<file path="src/rtl/spin_pkg.sv">
package spin_pkg;

    typedef enum logic [1:0] {
        MD_STOP  = 2'b00,
        MD_SPEED = 2'b01,
        MD_PHASE = 2'b10,
        MD_ROUGH = 2'b11
    } spin_mode_t;

    typedef enum logic [1:0] {
        CMD_NORMAL = 2'b00,
        CMD_ROUGH  = 2'b01,
        CMD_STOP   = 2'b10,
        CMD_STOP_R = 2'b11
    } spin_cmd_t;

    localparam logic [1:0] CMP_NONE  = 2'b00;
    localparam logic [1:0] CMP_FRAME = 2'b01;
    localparam logic [1:0] CMP_RWCNT = 2'b10;

endpackage

</file>
<file path="src/rtl/spin_lock_filter.sv">
module spin_lock_filter #(
    parameter int UNLOCK_RUN = 8
) (
    input  logic clk_i,
    input  logic rst_i,
    input  logic en_i,
    input  logic tick_i,
    input  logic lock_i,
    output logic seen_o,
    output logic lost_o
);
    localparam int CW = $clog2(UNLOCK_RUN + 1);
    localparam logic [CW-1:0] LAST = CW'(UNLOCK_RUN - 1);

    logic [CW-1:0] miss_q;

    // locked sample and final unlocked sample of a run
    assign seen_o = tick_i && lock_i;
    assign lost_o = en_i && tick_i && !lock_i && (miss_q == LAST);

    always_ff @(posedge clk_i) begin
        if (rst_i || !en_i || seen_o || lost_o) begin
            miss_q <= '0;
        end else if (tick_i && !lock_i) begin
            miss_q <= miss_q + 1'b1;
        end
    end
endmodule

</file>
<file path="src/rtl/spin_mode_fsm.sv">
module spin_mode_fsm
    import spin_pkg::*;
(
    input  logic       clk_i,
    input  logic       rst_i,
    input  logic [1:0] cmd_i,
    input  logic       seen_i,
    input  logic       lost_i,
    output spin_mode_t mode_o
);
    spin_mode_t state_q, state_d;

    always_comb begin
        state_d = state_q;
        if (cmd_i[1]) begin
            state_d = MD_STOP;
        end else begin
            unique case (state_q)
                MD_STOP:  state_d = (cmd_i == CMD_ROUGH) ? MD_ROUGH : MD_SPEED;
                MD_SPEED: if (cmd_i == CMD_ROUGH) state_d = MD_ROUGH;
                          else if (seen_i)        state_d = MD_PHASE;
                MD_PHASE: if (cmd_i == CMD_ROUGH) state_d = MD_ROUGH;
                          else if (lost_i)        state_d = MD_SPEED;
                MD_ROUGH: if (cmd_i == CMD_NORMAL) state_d = MD_SPEED;
                default:  state_d = MD_STOP;
            endcase
        end
    end

    always_ff @(posedge clk_i) begin
        if (rst_i) state_q <= MD_STOP;
        else       state_q <= state_d;
    end

    assign mode_o = state_q;
endmodule

</file>
<file path="src/rtl/spin_drive.sv">
module spin_drive
    import spin_pkg::*;
(
    input  spin_mode_t mode_i,
    input  logic       ref_sel_i,
    input  logic       ph_err_i,
    input  logic       spd_err_i,
    output logic [1:0] cmp_sel_o,
    output logic       vco_ref_o,
    output logic       pdrv_o,
    output logic       pdrv_oe_o,
    output logic       sdrv_o,
    output logic       sdrv_oe_o,
    output logic       fdrv_o,
    output logic       son_o
);
    always_comb begin
        cmp_sel_o = CMP_NONE;
        vco_ref_o = 1'b0;
        pdrv_o    = 1'b0;
        pdrv_oe_o = 1'b1;
        sdrv_o    = 1'b0;
        sdrv_oe_o = 1'b0;
        fdrv_o    = 1'b0;
        son_o     = 1'b0;
        unique case (mode_i)
            MD_STOP: ;
            MD_SPEED: begin
                pdrv_oe_o = 1'b0;
                sdrv_o    = spd_err_i;
                sdrv_oe_o = 1'b1;
                fdrv_o    = 1'b1;
                son_o     = 1'b1;
            end
            MD_PHASE, MD_ROUGH: begin
                cmp_sel_o = ref_sel_i ? CMP_RWCNT : CMP_FRAME;
                vco_ref_o = (mode_i == MD_ROUGH);
                pdrv_o    = ph_err_i;
                fdrv_o    = 1'b1;
                son_o     = 1'b1;
            end
            default: ;
        endcase
    end
endmodule

</file>
<file path="src/rtl/spin_servo_seq.sv">
module spin_servo_seq
    import spin_pkg::*;
#(
    parameter int UNLOCK_RUN = 8
) (
    input  logic       clk_i,
    input  logic       rst_i,
    input  logic [1:0] cmd_i,
    input  logic       ref_sel_i,
    input  logic       samp_tick_i,
    input  logic       lock_i,
    input  logic       ph_err_i,
    input  logic       spd_err_i,
    output logic [1:0] mode_o,
    output logic [1:0] cmp_sel_o,
    output logic       vco_ref_o,
    output logic       pdrv_o,
    output logic       pdrv_oe_o,
    output logic       sdrv_o,
    output logic       sdrv_oe_o,
    output logic       fdrv_o,
    output logic       son_o
);
    spin_mode_t mode;
    logic       seen, lost, track;

    // the unlock run only counts while phase control is running
    assign track = (mode == MD_PHASE) && (cmd_i == CMD_NORMAL);

    spin_lock_filter #(.UNLOCK_RUN(UNLOCK_RUN)) u_filt (
        .clk_i  (clk_i),
        .rst_i  (rst_i),
        .en_i   (track),
        .tick_i (samp_tick_i),
        .lock_i (lock_i),
        .seen_o (seen),
        .lost_o (lost)
    );

    spin_mode_fsm u_fsm (
        .clk_i  (clk_i),
        .rst_i  (rst_i),
        .cmd_i  (cmd_i),
        .seen_i (seen),
        .lost_i (lost),
        .mode_o (mode)
    );

    spin_drive u_drv (
        .mode_i    (mode),
        .ref_sel_i (ref_sel_i),
        .ph_err_i  (ph_err_i),
        .spd_err_i (spd_err_i),
        .cmp_sel_o (cmp_sel_o),
        .vco_ref_o (vco_ref_o),
        .pdrv_o    (pdrv_o),
        .pdrv_oe_o (pdrv_oe_o),
        .sdrv_o    (sdrv_o),
        .sdrv_oe_o (sdrv_oe_o),
        .fdrv_o    (fdrv_o),
        .son_o     (son_o)
    );

    assign mode_o = mode;
endmodule

</file>
<file path="config.mk">
export PLATFORM = sky130hd
export DESIGN_NAME = spin_servo_seq
export DESIGN_NICKNAME = d
export VERILOG_FILES = /design/src/rtl/spin_pkg.sv /design/src/rtl/spin_lock_filter.sv /design/src/rtl/spin_mode_fsm.sv /design/src/rtl/spin_drive.sv /design/src/rtl/spin_servo_seq.sv
export SDC_FILE = /design/constraint.sdc
export NUM_CORES = 1
export LEC_CHECK = 0
export BUFFER_PORTS_ARGS = -buffer_cell sky130_fd_sc_hd__buf_4
export CORE_AREA = 2 2 39 41
export DETAILED_ROUTE_END_ITERATION = 16
export DIE_AREA = 0 0 41 43
export PLACE_DENSITY = 0.66
export SLEW_MARGIN = 20
export SYNTH_ARGS = -nofsm -noshare
export SYNTH_HDL_FRONTEND = slang
export SYNTH_SLANG_ARGS = --single-unit
</file>
<file path="constraint.sdc">
create_clock -name clk_i -period 1.6 [get_ports clk_i]
set_clock_uncertainty 0.05 [all_clocks]
set_input_delay 0.32 -clock clk_i [delete_from_list [all_inputs] [get_ports clk_i]]
set_output_delay 0.32 -clock clk_i [all_outputs]
set_load 0.01 [all_outputs]
</file>
Word-level counts from Yosys, hierarchy flattened
Index checks and enable logic that the tools add are counted.
{ "word_totals": {"register_bits": 6, "wordCells": 43} }
{ "op_classes": {"mux": 15, "n_addsub": 1, "n_eq_ne": 8, "reduce_logical": 17} }
{ "op_table": {"columns": ["op", "n"], "rows": [
  ["$mux 2", 8],
  ["$pmux 2 s4", 1],
  ["$logic_and 1x1->1", 6],
  ["$mux 1", 6],
  ["$add 4x1->4 const B", 1],
  ["$eq 2x1->1 const B", 2],
  ["$eq 2x2->1 const B", 2],
  ["$eq 4x3->1 const B", 1],
  ["$logic_not 2->1", 2],
  ["$reduce_or 2->1", 2],
  ["$logic_or 1x1->1", 3],
  ["$ne 3x1->1 const B", 1],
  ["$ne 3x3->1 const B", 1],
  ["$reduce_and 3->1", 1],
  ["$reduce_or 3->1", 1],
  ["$logic_not 1->1", 2],
  ["$ne 2x2->1 const B", 1]
]} }

Depth between registers and ports, before layout
Gate-level depths: netlist of run 1.
{ "logic_depth": {"word_depth": 8, "mapped_depth": 4} }

Modules after synthesis
Synthesis of run 1 repeated with hierarchy kept, for this count alone.
{ "hier_totals": {"cells_unflattened": 45, "hier_area_um2": 390.4} }
{ "by_module_without_submodules": {"columns": ["module", "n_inst", "area_each_um2", "cells_per_inst"], "rows": [
  ["spin_lock_filter", 1, 221.5, 26],
  ["spin_mode_fsm", 1, 93.8, 9],
  ["spin_drive", 1, 60.1, 9],
  ["spin_servo_seq", 1, 15.0, 1]
]} }

Worst setup path after synthesis of run 1
Ideal clock, no wire load.
{ "synth_path": {"path_kind": "reg-to-reg", "start": "register u_fsm.state_q[1] (netlist: u_fsm.mode_o[1])", "end": "register u_fsm.state_q[1] (netlist: u_fsm.mode_o[1])", "arrival_ps": 1197, "slack_ps": 249, "path_buffers": 0, "setup_ps": 103, "path_stages_with_launch": 5, "synth_period_minus_slack_ps": 1351, "path_cell_list": "dfxtp_1 > nand2b_2 > inv_1 > and3_1 > a2111oi_2"} }
{ "synth_via": {"elab_chain_cells": 7, "elab_cells_between_ends": 13} }
{ "synth_lines": {"columns": ["item", "line_no", "text"], "rows": [
  ["from (decl)", "spin_mode_fsm.sv:11", "spin_mode_t state_q, state_d;"],
  ["from (signal assigned)", "spin_mode_fsm.sv:32", "else state_q <= state_d;"],
  ["$eq 2x2->1", "spin_mode_fsm.sv:18, spin_servo_seq.sv:28", null],
  ["$logic_and 1x1->1", "spin_servo_seq.sv:28", "assign track = (mode == MD_PHASE) && (cmd_i == CMD_NORMAL);"],
  ["$logic_and 1x1->1 (3 in series)", "spin_lock_filter.sv:19", "assign lost_o = en_i && tick_i && !lock_i && (miss_q == LAST);"],
  ["$ne 3x1->1 (no source line)", null, null],
  ["$reduce_and 3->1 (no source line)", null, null]
]} }
Several ways; a longest one is shown, not always the timed one.
A chain may end at the register's enable or synchronous reset.

Worst setup path after layout of run 1
{ "layout_path": {"start": "register u_fsm.state_q[1] (netlist: u_fsm.mode_o[1])", "end": "output port sdrv_o"} }
{ "layout_via": {"elab_chain_cells": 2} }
{ "layout_lines": {"columns": ["item", "line_no", "text"], "rows": [
  ["$eq 2x1->1", "spin_drive.sv:26", "unique case (mode_i)"],
  ["$mux 1", "spin_drive.sv:26", null],
  ["to (decl)", "spin_servo_seq.sv:19", "output logic sdrv_o,"]
]} }
Every way passes these cells.

==> results of run 1 <==
-- area by class of cell --
class | count | area [sq um]
fill | 145 | 798
multi-input combinational | 37 | 265
timing repair buffer | 19 | 143
sequential | 6 | 124
clock buffer | 3 | 22.5
tap | 16 | 20.0
inverter | 3 | 11.3
-- flip-flops by register name, indices dropped and copies added, names as in the netlist --
name           flops
u_filt.miss_q      4
u_fsm.mode_o       2
-- kinds of logic after synthesis --
logic type	share of synthesized area
AO/OA/AOI/OAI	0.257
AND/OR/NAND/NOR	0.368
adder cells (fa/ha/maj)	0.0310
flip-flops	0.297
buffers and inverters	0.0464
-- repair_timing --
action,in CTS,in global routing
hold endpoints to repair,0,0
gates cloned,0,0
buffers inserted,0,0
gates resized for setup,1,1
pin swaps,0,0
setup endpoints to repair,1,1
-- stage by stage --
step	instance area [sq um]	power, mW
4_1_cts	583	0.387
3_3_place_gp	559	0.244
5_1_grt	586	0.409
6_report	586	0.378
3_5_place_dp	559	0.245
2_1_floorplan	404	0.201
-- power groups by stage --
| stage | combinational [mW] | sequential (mW) | clock (mW) |
|---|---|---|---|
| floorplan | 0.0399 | 0.161 | 0 |
| global placement | 0.0826 | 0.161 | 0 |
| detailed placement | 0.0842 | 0.161 | 0 |
| CTS | 0.0843 | 0.159 | 0.144 |
| global route | 0.0911 | 0.158 | 0.159 |
| finish | 0.0836 | 0.158 | 0.137 |
-- metal layers --
layer / GRT usage / up-vias / wire [microns] / share of wire
li1: - / 215 / - / -
met4: 0.0800 / 0 / 8 / 0.0093
met1: 0.159 / 191 / 360 / 0.42
met3: 0.0471 / 2 / 43 / 0.050
met5: 0 / - / 0 / 0
met2: 0.159 / 10 / 450 / 0.52
-- synthesized netlist by cell type --
| cell | count | share of area |
|---|---|---|
| nand2b_2 | 1 | 0.022 |
| inv_1 | 3 | 0.028 |
| nor4b_1 | 1 | 0.022 |
| ha_1 | 1 | 0.031 |
| nand2_1 | 5 | 0.046 |
| nor2_1 | 2 | 0.019 |
| buf_4 | 1 | 0.019 |
| a31oi_1 | 1 | 0.015 |
| and3_1 | 1 | 0.015 |
| dfxtp_1 | 6 | 0.30 |
| or2_2 | 1 | 0.015 |
| a2bb2oi_1 | 1 | 0.022 |
| nand3b_1 | 1 | 0.019 |
| and4bb_2 | 1 | 0.031 |
| nand3_1 | 1 | 0.012 |
| o311a_1 | 1 | 0.025 |
| or3b_4 | 1 | 0.028 |
| or2_0 | 1 | 0.015 |
| a21oi_1 | 4 | 0.050 |
| nor2b_1 | 2 | 0.031 |
| o21ai_0 | 2 | 0.025 |
| o211ai_1 | 1 | 0.019 |
| a2111oi_2 | 1 | 0.037 |
| nand2b_1 | 1 | 0.015 |
| o221ai_4 | 1 | 0.065 |
| or3_1 | 1 | 0.015 |
| and2_1 | 4 | 0.062 |
-- worst max-delay path: cells and delay by family (launching register included) --
kind | cells | cell delay (ps)
buffers and inverters | 2 | 190
DFF | 1 | 360
and+or+nand+nor | 2 | 310
-- final timing paths --
path / end / slack [ps] / cells past startpoint
setup reg to reg: u_fsm.mode_o[1]$_SDFFE_PP0P_ / 340 / 4
hold / removal: u_fsm.mode_o[1]$_SDFFE_PP0P_ / 200 / 2
setup / recovery: sdrv_o / 120 / 4
hold reg to reg: u_filt.miss_q[3]$_SDFFE_PP0P_ / 440 / 2
==> results list, run 1 <==
- Outcome: complete, no violations
- Internal power component: 0.284 mW
- Entering global routing, the biggest net connects 11 pins.
- The routed layout has 418 vias.
- Of the total power, the clock network draws 0.363.
* Total standard cell area after synthesis: 404 sq um
* Global-route congestion overflow total: 0
- Leaving out fill and tap cells, the most frequent cells in the layout are buf_4 (19), nand2_1 (5), dfxtp_1 (5).
* Post-detailed-route wirelength per cell: 10.3 microns
- After the last flow step, the layout net total stands at 80.
- Unrepaired setup endpoints after global routing: false
- For this run, design rule violations remaining after detail routing come to 0.
* Clock period minus final worst setup slack: 1480 ps
- Synth unique cells: 27
- Worst flop-to-flop path startpoint: u_filt.miss_q[0]$_SDFFE_PP0P_
* Number of setup violations in the final report: 0
* Post-detailed-routing wire length: 863 microns
- Die boundary width: 41 microns
* Final Hold Viols: 0
- IO Pins: 20
- Maximum level of the CTS H-tree: 1
- Crit start category: flip-flop
* Sequential group share of total power: 0.416
- TritonCTS clock tree: done
* Maximum clock insertion buffer count: 2
* Placement-stage worst setup slack: 224 ps
* First-pass GRT wire length: 1.42 mm
- In this run the worst path has a maximum fanout of 10.
- Most common library cell in the layout ignoring fill and taps: buf_4
- The share of total power dissipated in combinational logic is 0.221.
- The Yosys step of the flow raised 0 warnings.
- After the first detailed-routing iteration, the DRC count stood at 5.
* Starting utilization of the core area: 0.292
- The die covers 0.00176 sq mm.
- The number of max-slew violations in the final report was 0.
- Of the cells placed in the final design, the portion with a size suffix greater than 1 is 0.426.
* Number of antenna cells inserted: 0
* Placed cell count: 81
* Clock latency on the worst-skew pair: 240 ps
- Cell Chain, Critical Path: nand2b_2 > inv_1 > and2_1 > buf_4
- Maximum VDD drop: 0.374 mV
- Routability-driven placement congestion ratio: 0.754
- In this run the vertical extent of the chip is 43 microns.
- STA classifies the critical path endpoint as a primary output.
- Once layout is complete, the utilization of the core stands at 0.423.
- Row generation in the floorplan step produced 14 rows.
- Based on the critical path, the design can be clocked at up to 675 MHz.
- Once detail routing completed, the nets flagged for antenna violations numbered 0.
- In this run, post-CTS hold repair placed 0 buffers.
- Number of sinks on the clock net: 6
- Data on the critical path is required at its endpoint by 1230 ps.
- During placement, the flow inserted port buffers numbering 19.
- Inserted Clock Buffers: 3
* Via density per instance: 4.98
* Tightest Hold Check Type: in -> reg
* Post-CTS clock slew at the launch and capture registers of the worst setup and hold paths: 40 ps
- In this run the most critical hold path is launched from rst_i.
- Once detailed placement completed, the half-perimeter wirelength came to 684 microns.
- Worst Setup Path Type: reg -> out
* Non-filler instance count after layout: 84
- For this run, the total global-route usage over all layers was measured as 0.122.
- Length of the first detailed-routing pass in iterations: 4
- Setup WS post-layout: 118 ps
- The slowest stage of the critical path is the dfxtp_4 cell.
- Worst Setup SP: u_fsm.mode_o[1]$_SDFFE_PP0P_
- Switching share of power: 0.249
- In the final timing run, aggregate negative setup slack is 0 ps.
- Net count after synthesis: 57
- Data arrives at the worst endpoint at 1110 ps.
* Standard cell core area: 0.00138 sq mm
- For the pin with the worst max-slew slack, the measured transition is 379 ps.
- Cells after Synth: 47
- For this design the static power due to leakage is 0.251 nW.
- The number of antenna violations at the first check in global routing is 0.
- The largest single stage delay on the critical path is 360 ps.
- Number of violations of the max-capacitance limit: 0
- Each instance of the synthesized netlist takes up on average 8.60 sq um.
- For this run, the register share of the synthesized area comes to 0.297.
* Net switching power: 0.0944 mW
- Period utilization: 0.927
- The tree is rooted in a clkbuf_4.
- Power density normalized to cell area: 646 mW/mm^2
- Number of synthesized register bits: 6
* Post-Route Hold Slack: 204 ps
* Worst-case headroom to the max-slew limit: 0.744
* Layout overhead on the synthesized area: 44.9%
* Number of global-route vias before repair: 353
Note: power is estimated with default switching activity, not from simulation.
==> run 2: changes to the inputs <==
--- a/config.mk
+++ b/config.mk
@@ -9,8 +9,9 @@
 export CORE_AREA = 2 2 39 41
 export DETAILED_ROUTE_END_ITERATION = 16
 export DIE_AREA = 0 0 41 43
-export PLACE_DENSITY = 0.66
+export PLACE_DENSITY = 0.65
 export SLEW_MARGIN = 20
 export SYNTH_ARGS = -nofsm -noshare
 export SYNTH_HDL_FRONTEND = slang
+export SYNTH_HIERARCHICAL = 1
 export SYNTH_SLANG_ARGS = --single-unit
==> run 2 against run 1 <==
Effect of this change: flip-flop and latch count stayed put; die area unchanged; routed wire length decreased by 0.46%; final cell count increased by 1.2%; power decreased by 0.46%; critical endpoint is now fdrv_o; sequential share of layout area down 0.82 points; worst setup slack improved by 12 ps; final area up 1.9%; area after synthesis fell by 3.4%; clock power is essentially flat.
==> results list, run 2 <==
- Outcome: complete, no violations
* Number of nets in the finished design: 81
- For this run, the slowest stage of the critical path takes 310 ps.
- In the routed design, unresolved DRC markers number 0.
* Net switching power: 0.0919 mW
- Clk Tree Root Cell: clkbuf_4
- Largest register by flop count: u_filt/miss_q
* Commonest cells post-synth: dfxtp_1 (6), and2_1 (3), inv_1 (3), nand2_1 (3), nand2b_1 (3)
* Number of DRC markers after the initial detailed-route iteration: 6
- Storage cell area: 121 sq um
- The critical path starts at u_fsm/mode_o[1]$_SDFFE_PP0P_.
- CTS built an H-tree with a depth of 1.
- Filler cell count: 147
- For the final routed database, the setup TNS stands at 0 ps.
- Yosys mapped the design onto 28 distinct sky130hd cell types.
- Dominant cells by area after synthesis: dfxtp_1 (31%), and2_1 (4.8%), nand2b_1 (4.8%), and3b_1 (4.5%), nor4b_2 (3.8%)
- Top-area cell type share of the netlist area: 0.308
* Combinational power share: 0.218
- Startpoint of the tightest hold check path: rst_i
* First-pass GRT wire length: 1.21 mm
- From synthesis to final layout, the design area changed by 52.9%.
* TritonCTS clock tree: done
* Sequential group share of total power: 0.411
- Clock-pin slew was measured on the worst setup and hold paths at 50 ps.
- Summed over all cells, the static leakage comes to 0.262 nW.
- Cell row count: 14
- Power spread over the standard cell area amounts to 631 mW/mm^2.
* Cell Chain, Critical Path: buf_4 > or2_1 > buf_4
- Of the total power, the share spent switching nets is 0.244.
* Area of combinational cells with multiple inputs: 256 sq um
- In this run, synthesis inferred 0 flip-flops with an integrated enable.
- Routability-driven placement congestion ratio: 0.659
- From left edge to right edge, the die measures 41 microns.
* Number of sinks on the clock net: 6
- After synthesis, the mean cell area works out to 8.67 sq um.
- Fraction of layout cells with a size suffix above 1: 0.449
- In this run the worst path has a maximum fanout of 13.
* Standard cell core area: 0.00138 sq mm
- Summed over all nets, the half-perimeter wirelength after detailed placement is 689 microns.
* Net count after synthesis: 55
* Internal power component: 0.285 mW
* Hold Crit Depth: 2
- Entering global routing, the biggest net connects 14 pins.
- For this block, the routed nets add up to 859 microns of wire.
* Arrival time of the worst setup path: 1100 ps
- The register with the most flip-flops in the layout has 4 of them.
* IO Pins: 20
- After synthesis, the share of flip-flops with an asynchronous set or reset is 0.
- Highest-count cells in the layout ignoring fill and taps: buf_4 (22), dfxtp_1 (5)
- Number of routed nets with antenna violations: 0
- After detailed routing, the average wire length per cell comes to 10.1 microns.
- By instance count, the leading cell after synthesis is dfxtp_1.
* Number of gates resized after CTS: 0
- Clock power frac: 0.372
* Tightest Hold Check Type: in -> reg
- Dividing the final minimum period by the clock period gives 0.919.
- Number of synthesized register bits: 6
* Length of the first detailed-routing pass in iterations: 4
- Overall fraction of global-route tracks in use: 0.104
* Final Hold Viols: 0
- Height of the die: 43 microns
* Post-layout util: 0.431
- The number of antenna violations at the first check in global routing came to 0.
- Clock period minus final worst setup slack: 1470 ps
* Buffers plus inverters on the worst setup path: 2
- Timing would allow up to 680 MHz.
- For the pin with the worst max-slew slack, the measured transition is 272 ps.
- Most common library cell in the layout ignoring fill and taps: buf_4
- After detailed routing, the number of vias per cell comes to 4.58.
* Maximum VDD drop: 0.355 mV
- Cell taking the most area after synthesis: dfxtp_1
- During placement, the flow inserted port buffers numbering 19.
* Maximum clock insertion buffer count: 2
- The number of max-slew violations in the final report is 0.
* Yosys warning total: 6
* Hold buffer count at cts: 0
- Number of antenna cells inserted: 0
- Grouping stages by cell kind, the critical path spends the most delay in flip-flops.
- Total standard cell area after synthesis: 390 sq um
* Number of setup violations in the final report: 0
- At the later pin of the worst-skew pair, clock insertion delay measures 250 ps.
* Worst reg2reg path depth: 5
* Via total after detailed routing: 389
- Setup repair after global routing left no endpoint under its margin.
- Placed instance area: 569 sq um
- Counting the buffers created by CTS gives 3.
* Most frequent CP cell: buf_4
* Worst-case headroom to the max-slew limit: 0.816
- Global-route congestion overflow total: 0
* Die Area: 0.00176 sq mm
* Worst reg2reg setup slack: 150 ps
- Buffers added to address setup during post-CTS repair amount to 0.
- Summing all non-filler instances in the final layout gives an area of 597 sq um.
* Share of the yosys chip area belonging to registers: 0.308
* Worst flop-to-flop path startpoint: u_fsm/mode_o[0]$_SDFFE_PP0P_
- The endpoint identified for the worst register-to-register timing path is u_fsm/mode_o[1]$_SDFFE_PP0P_.
- The number of global-route vias before repair came to 318.
* Crit start category: flip-flop
* Endpoint kind of the worst setup timing path: primary output
- For this configuration, the core starts out at a cell density of 0.282.
- STA puts the critical path data required time at 1230 ps.
- The most used flip-flop cell after synthesis is dfxtp_1.
- Cells after Synth: 45
- Crit path max-delay cell type: dfxtp_2
- Across the run, the number of max-cap violations was 0.
* Endpoint, Worst Hold: u_filt/miss_q[2]$_SDFFE_PP0P_
- Worst Setup Path Type: reg -> out
## run 2: through the flow
step / power, mW / std cells / setup WS (ps) / hold WS [ps]
detailed placement: 0.240 / 82 / -34.9 / 423
global route: 0.400 / 85 / 20.9 / 213
floorplan: 0.194 / 45 / 45.6 / 348
finish: 0.377 / 85 / 130 / 220
global placement: 0.239 / 82 / 33.9 / 423
CTS: 0.388 / 85 / 85.4 / 207
## run 2: worst max-delay path by stage
stage	to	slack, ps	depth (start not counted)
finish	fdrv_o	130	3
global route	u_fsm/mode_o[1]$_SDFFE_PP0P_	20	5
CTS	u_fsm/mode_o[1]$_SDFFE_PP0P_	90	5
detailed placement	u_fsm/mode_o[1]$_SDFFE_PP0P_	-30	6
global placement	u_fsm/mode_o[1]$_SDFFE_PP0P_	30	6
floorplan	u_fsm/mode_o[1]$_SDFFE_PP0P_	50	5
## run 2: cell families after synthesis
| kind of cell | Yosys count | share of synthesized area |
|---|---|---|
| AO/OA/AOI/OAI | 5 | 0.109 |
| AND/OR/NAND/NOR | 27 | 0.458 |
| buffers and inverters | 4 | 0.0481 |
| XOR/XNOR | 2 | 0.0449 |
| flip-flops | 6 | 0.308 |
| adder cells (fa/ha/maj) | 1 | 0.0320 |
## run 2: routing by layer
metal,share of wire,GRT usage,vias up
met5,0,0,-
met4,0,0.0800,0
met3,0.12,0.0314,0
met2,0.46,0.163,19
met1,0.41,0.106,164
li1,-,-,206
## run 2: worst register-to-register path: cells and delay by family (launching register included)
family	cells	cell delay (ps)
AOI/OAI and AO/OA	1	270
buffers and inverters	1	100
DFF	1	310
and+or+nand+nor	3	600
## run 2: power by group through the flow
stage | Sequential [mW] | Combinational (mW) | Clock, mW
after floorplan | 0.163 | 0.0311 | 0
after global placement | 0.158 | 0.0816 | 0
after detailed placement | 0.157 | 0.0829 | 0
after CTS | 0.155 | 0.0829 | 0.151
after global routing | 0.155 | 0.0899 | 0.156
final | 0.155 | 0.0821 | 0.140
## run 2: layout make-up
class,instances,area share
well taps,16,0.0335
repair buffers,22,0.277
clock buffers,3,0.0377
multi-input cells,35,0.430
inverters,3,0.0189
flip-flops and latches,6,0.203
==> run 3: changes to the inputs <==
==> constraint.sdc (replaced) <==
create_clock -name clk_i -period 1.8 [get_ports clk_i]
set_clock_uncertainty 0.05 [all_clocks]
set_input_delay 0.36 -clock clk_i [delete_from_list [all_inputs] [get_ports clk_i]]
set_output_delay 0.36 -clock clk_i [all_outputs]
set_load 0.01 [all_outputs]
==> run 3 against run 2 <==
Effect of this change: hold slack gained 28 ps; largest cell class unchanged; count of clock-buffer cells in the layout is the same; sequential share of layout area grew 0.27 points; flip-flop and latch count is the same; first-iteration DRC count shrank 67%; worst setup slack gained 140 ps; global-route usage grew 0.80 points.
==> results list, run 3 (synthesis results as in run 2) <==
- 0 antenna diodes ended up in the layout.
- In the final layout, the share of cells above drive strength 1 is 0.412.
- The worst setup path is of the reg -> reg kind.
* Required time at the endpoint of the critical path: 1890 ps
- Biggest cell delay along the critical path: 340 ps
- DP Wirelength: 682 microns
- The number of global-route vias before repair is 368.
- The library cells used most frequently in the layout, excluding fill and tap cells, are buf_4 (21), dfxtp_1 (6).
- Arrival time of the worst setup path: 1620 ps
- Pins over their slew limit: 0
- Largest fanout of any net on the critical path: 2
- In the final design database the tool counted 80 nets.
* Worst reg2reg setup slack: 270 ps
- For this configuration, the core starts out at a cell density of 0.282.
- Final Hold Viols: 0
- Setup WS post-layout: 268 ps
- Initial antenna violation count: 0
- Number of routed nets with antenna violations: 0
* Placement-stage worst setup slack: 121 ps
- Layout overhead on the synthesized area: 49.4%
* Maximum VDD drop: 0.254 mV
- Crit path max-delay cell type: nor4b_2
* Remaining design rule violation count: 0
- For this design, the CTS-stage hold fixing added 0 buffers.
- The final route contains 400 vias.
* Routability-driven placement congestion ratio: 0.685
- The worst setup path is launched from a flip-flop.
- Maximum level of the CTS H-tree: 1
- Largest register by flop count: u_filt/miss_q
- Post-detailed-route wirelength per cell: 10.1 microns
- Maximum clock insertion buffer count: 2
- Clk Tree Root Cell: clkbuf_4
- Die boundary width: 41 microns
* Number of setup violations in the final report: 0
* Outcome: complete, no violations
- STA classifies the critical path endpoint as a flip-flop.
- Worst-case headroom to the max-slew limit: 0.803
- For this design the ratio of total power to cell area is 578 mW/mm^2.
* Worst flop-to-flop path startpoint: u_fsm/mode_o[0]$_SDFFE_PP0P_
* Cell row count: 14
- Overall power consumption after layout is estimated at 0.337 mW.
* First-pass GRT wire length: 1.32 mm
* Setup repair bufs after CTS: 0
* Inserted Clock Buffers: 3
- After detailed routing, the number of vias per cell comes to 4.76.
- The register with the most flip-flops in the layout has 4 of them.
- TritonCTS built the clock tree.
- Leakage power total: 0.256 nW
- Setup repair after global routing left no endpoint under its margin.
- Across every metal layer, demand over resource in global routing totals 0.112.
- Standard cell core area: 0.00138 sq mm
- Period utilization: 0.851
- Post-CTS clock slew at the launch and capture registers of the worst setup and hold paths: 50 ps
- Number of violations of the max-capacitance limit: 0
- Clock period minus final worst setup slack: 1530 ps
- Cell Chain, Critical Path: nor4b_2 > inv_1 > nor3_1 > nor3b_1 > o31a_1
* Height of the die: 43 microns
- For this run, the top clock speed supported by timing is 653 MHz.
- Die Area: 0.00176 sq mm
- The routed design has 852 microns of wire.
- Number of sinks on the clock net: 6
- Number of DRC markers after the initial detailed-route iteration: 2
- Clock latency on the worst-skew pair: 250 ps
* IO Pins: 20
- Entering global routing, the biggest net connects 14 pins.
- Tightest Hold Check Type: in -> reg
* Post-layout util: 0.421
* Actual transition at the worst max-transition pin: 294 ps
- Length of the first detailed-routing pass in iterations: 4
- After global routing the overflow that remains totals 0.
* TNS Setup: 0 ps
- Most common library cell in the layout ignoring fill and taps: buf_4
* Count of port buffers added during placement: 19
- Worst Setup SP: u_fsm/mode_o[0]$_SDFFE_PP0P_
- Number of gates resized after CTS: 0
- Startpoint of the tightest hold check path: cmd_i[1]
==> run 3: changes by cell type in the layout (fill, tap and decap cells not counted), sizes merged <==
cell / previous run / this run
buf: 22 / 21
==> run 3: area by class of cell <==
type | instances | area, sq um
repair buffers | 21 | 158
inverters | 3 | 11.3
well taps | 16 | 20.0
multi-input cells | 35 | 251
fillers | 156 | 801
flip-flops and latches | 6 | 120
clock buffers | 3 | 22.5
==> run 3: through the flow <==
stage,std cells,cell area (sq um),hold WS [ps]
2_1_floorplan,45,390,388
3_3_place_gp,81,561,420
3_5_place_dp,81,561,422
4_1_cts,84,583,239
5_1_grt,84,583,236
6_report,84,583,248
==> run 3: worst paths after layout <==
kind,end,depth (start not counted)
setup / recovery,u_fsm/mode_o[1]$_SDFFE_PP0P_,5
hold / removal,u_fsm/mode_o[0]$_SDFFE_PP0P_,2
setup reg to reg,u_fsm/mode_o[1]$_SDFFE_PP0P_,5
hold reg to reg,u_filt/miss_q[1]$_SDFFE_PP0P_,2
==> run 3: power by group <==
group / switching, mW / internal (mW)
sequential: 0.00144 / 0.136
combinational: 0.0307 / 0.0412
clock: 0.0524 / 0.0757
==> run 3: metal layers <==
metal	GRT usage	vias to the layer above	routed length (microns)
met1	0.106	174	354
li1	-	207	-
met2	0.184	19	392
met5	0	-	0
met4	0.0800	0	0
met3	0.0366	0	105
==> run 3: worst max-delay path: cells and delay by family (launching register included) <==
| kind | cells | cell delay [ps] |
|---|---|---|
| flops | 1 | 320 |
| simple gates | 3 | 680 |
| compound gates | 1 | 270 |
| buf+inv | 1 | 100 |
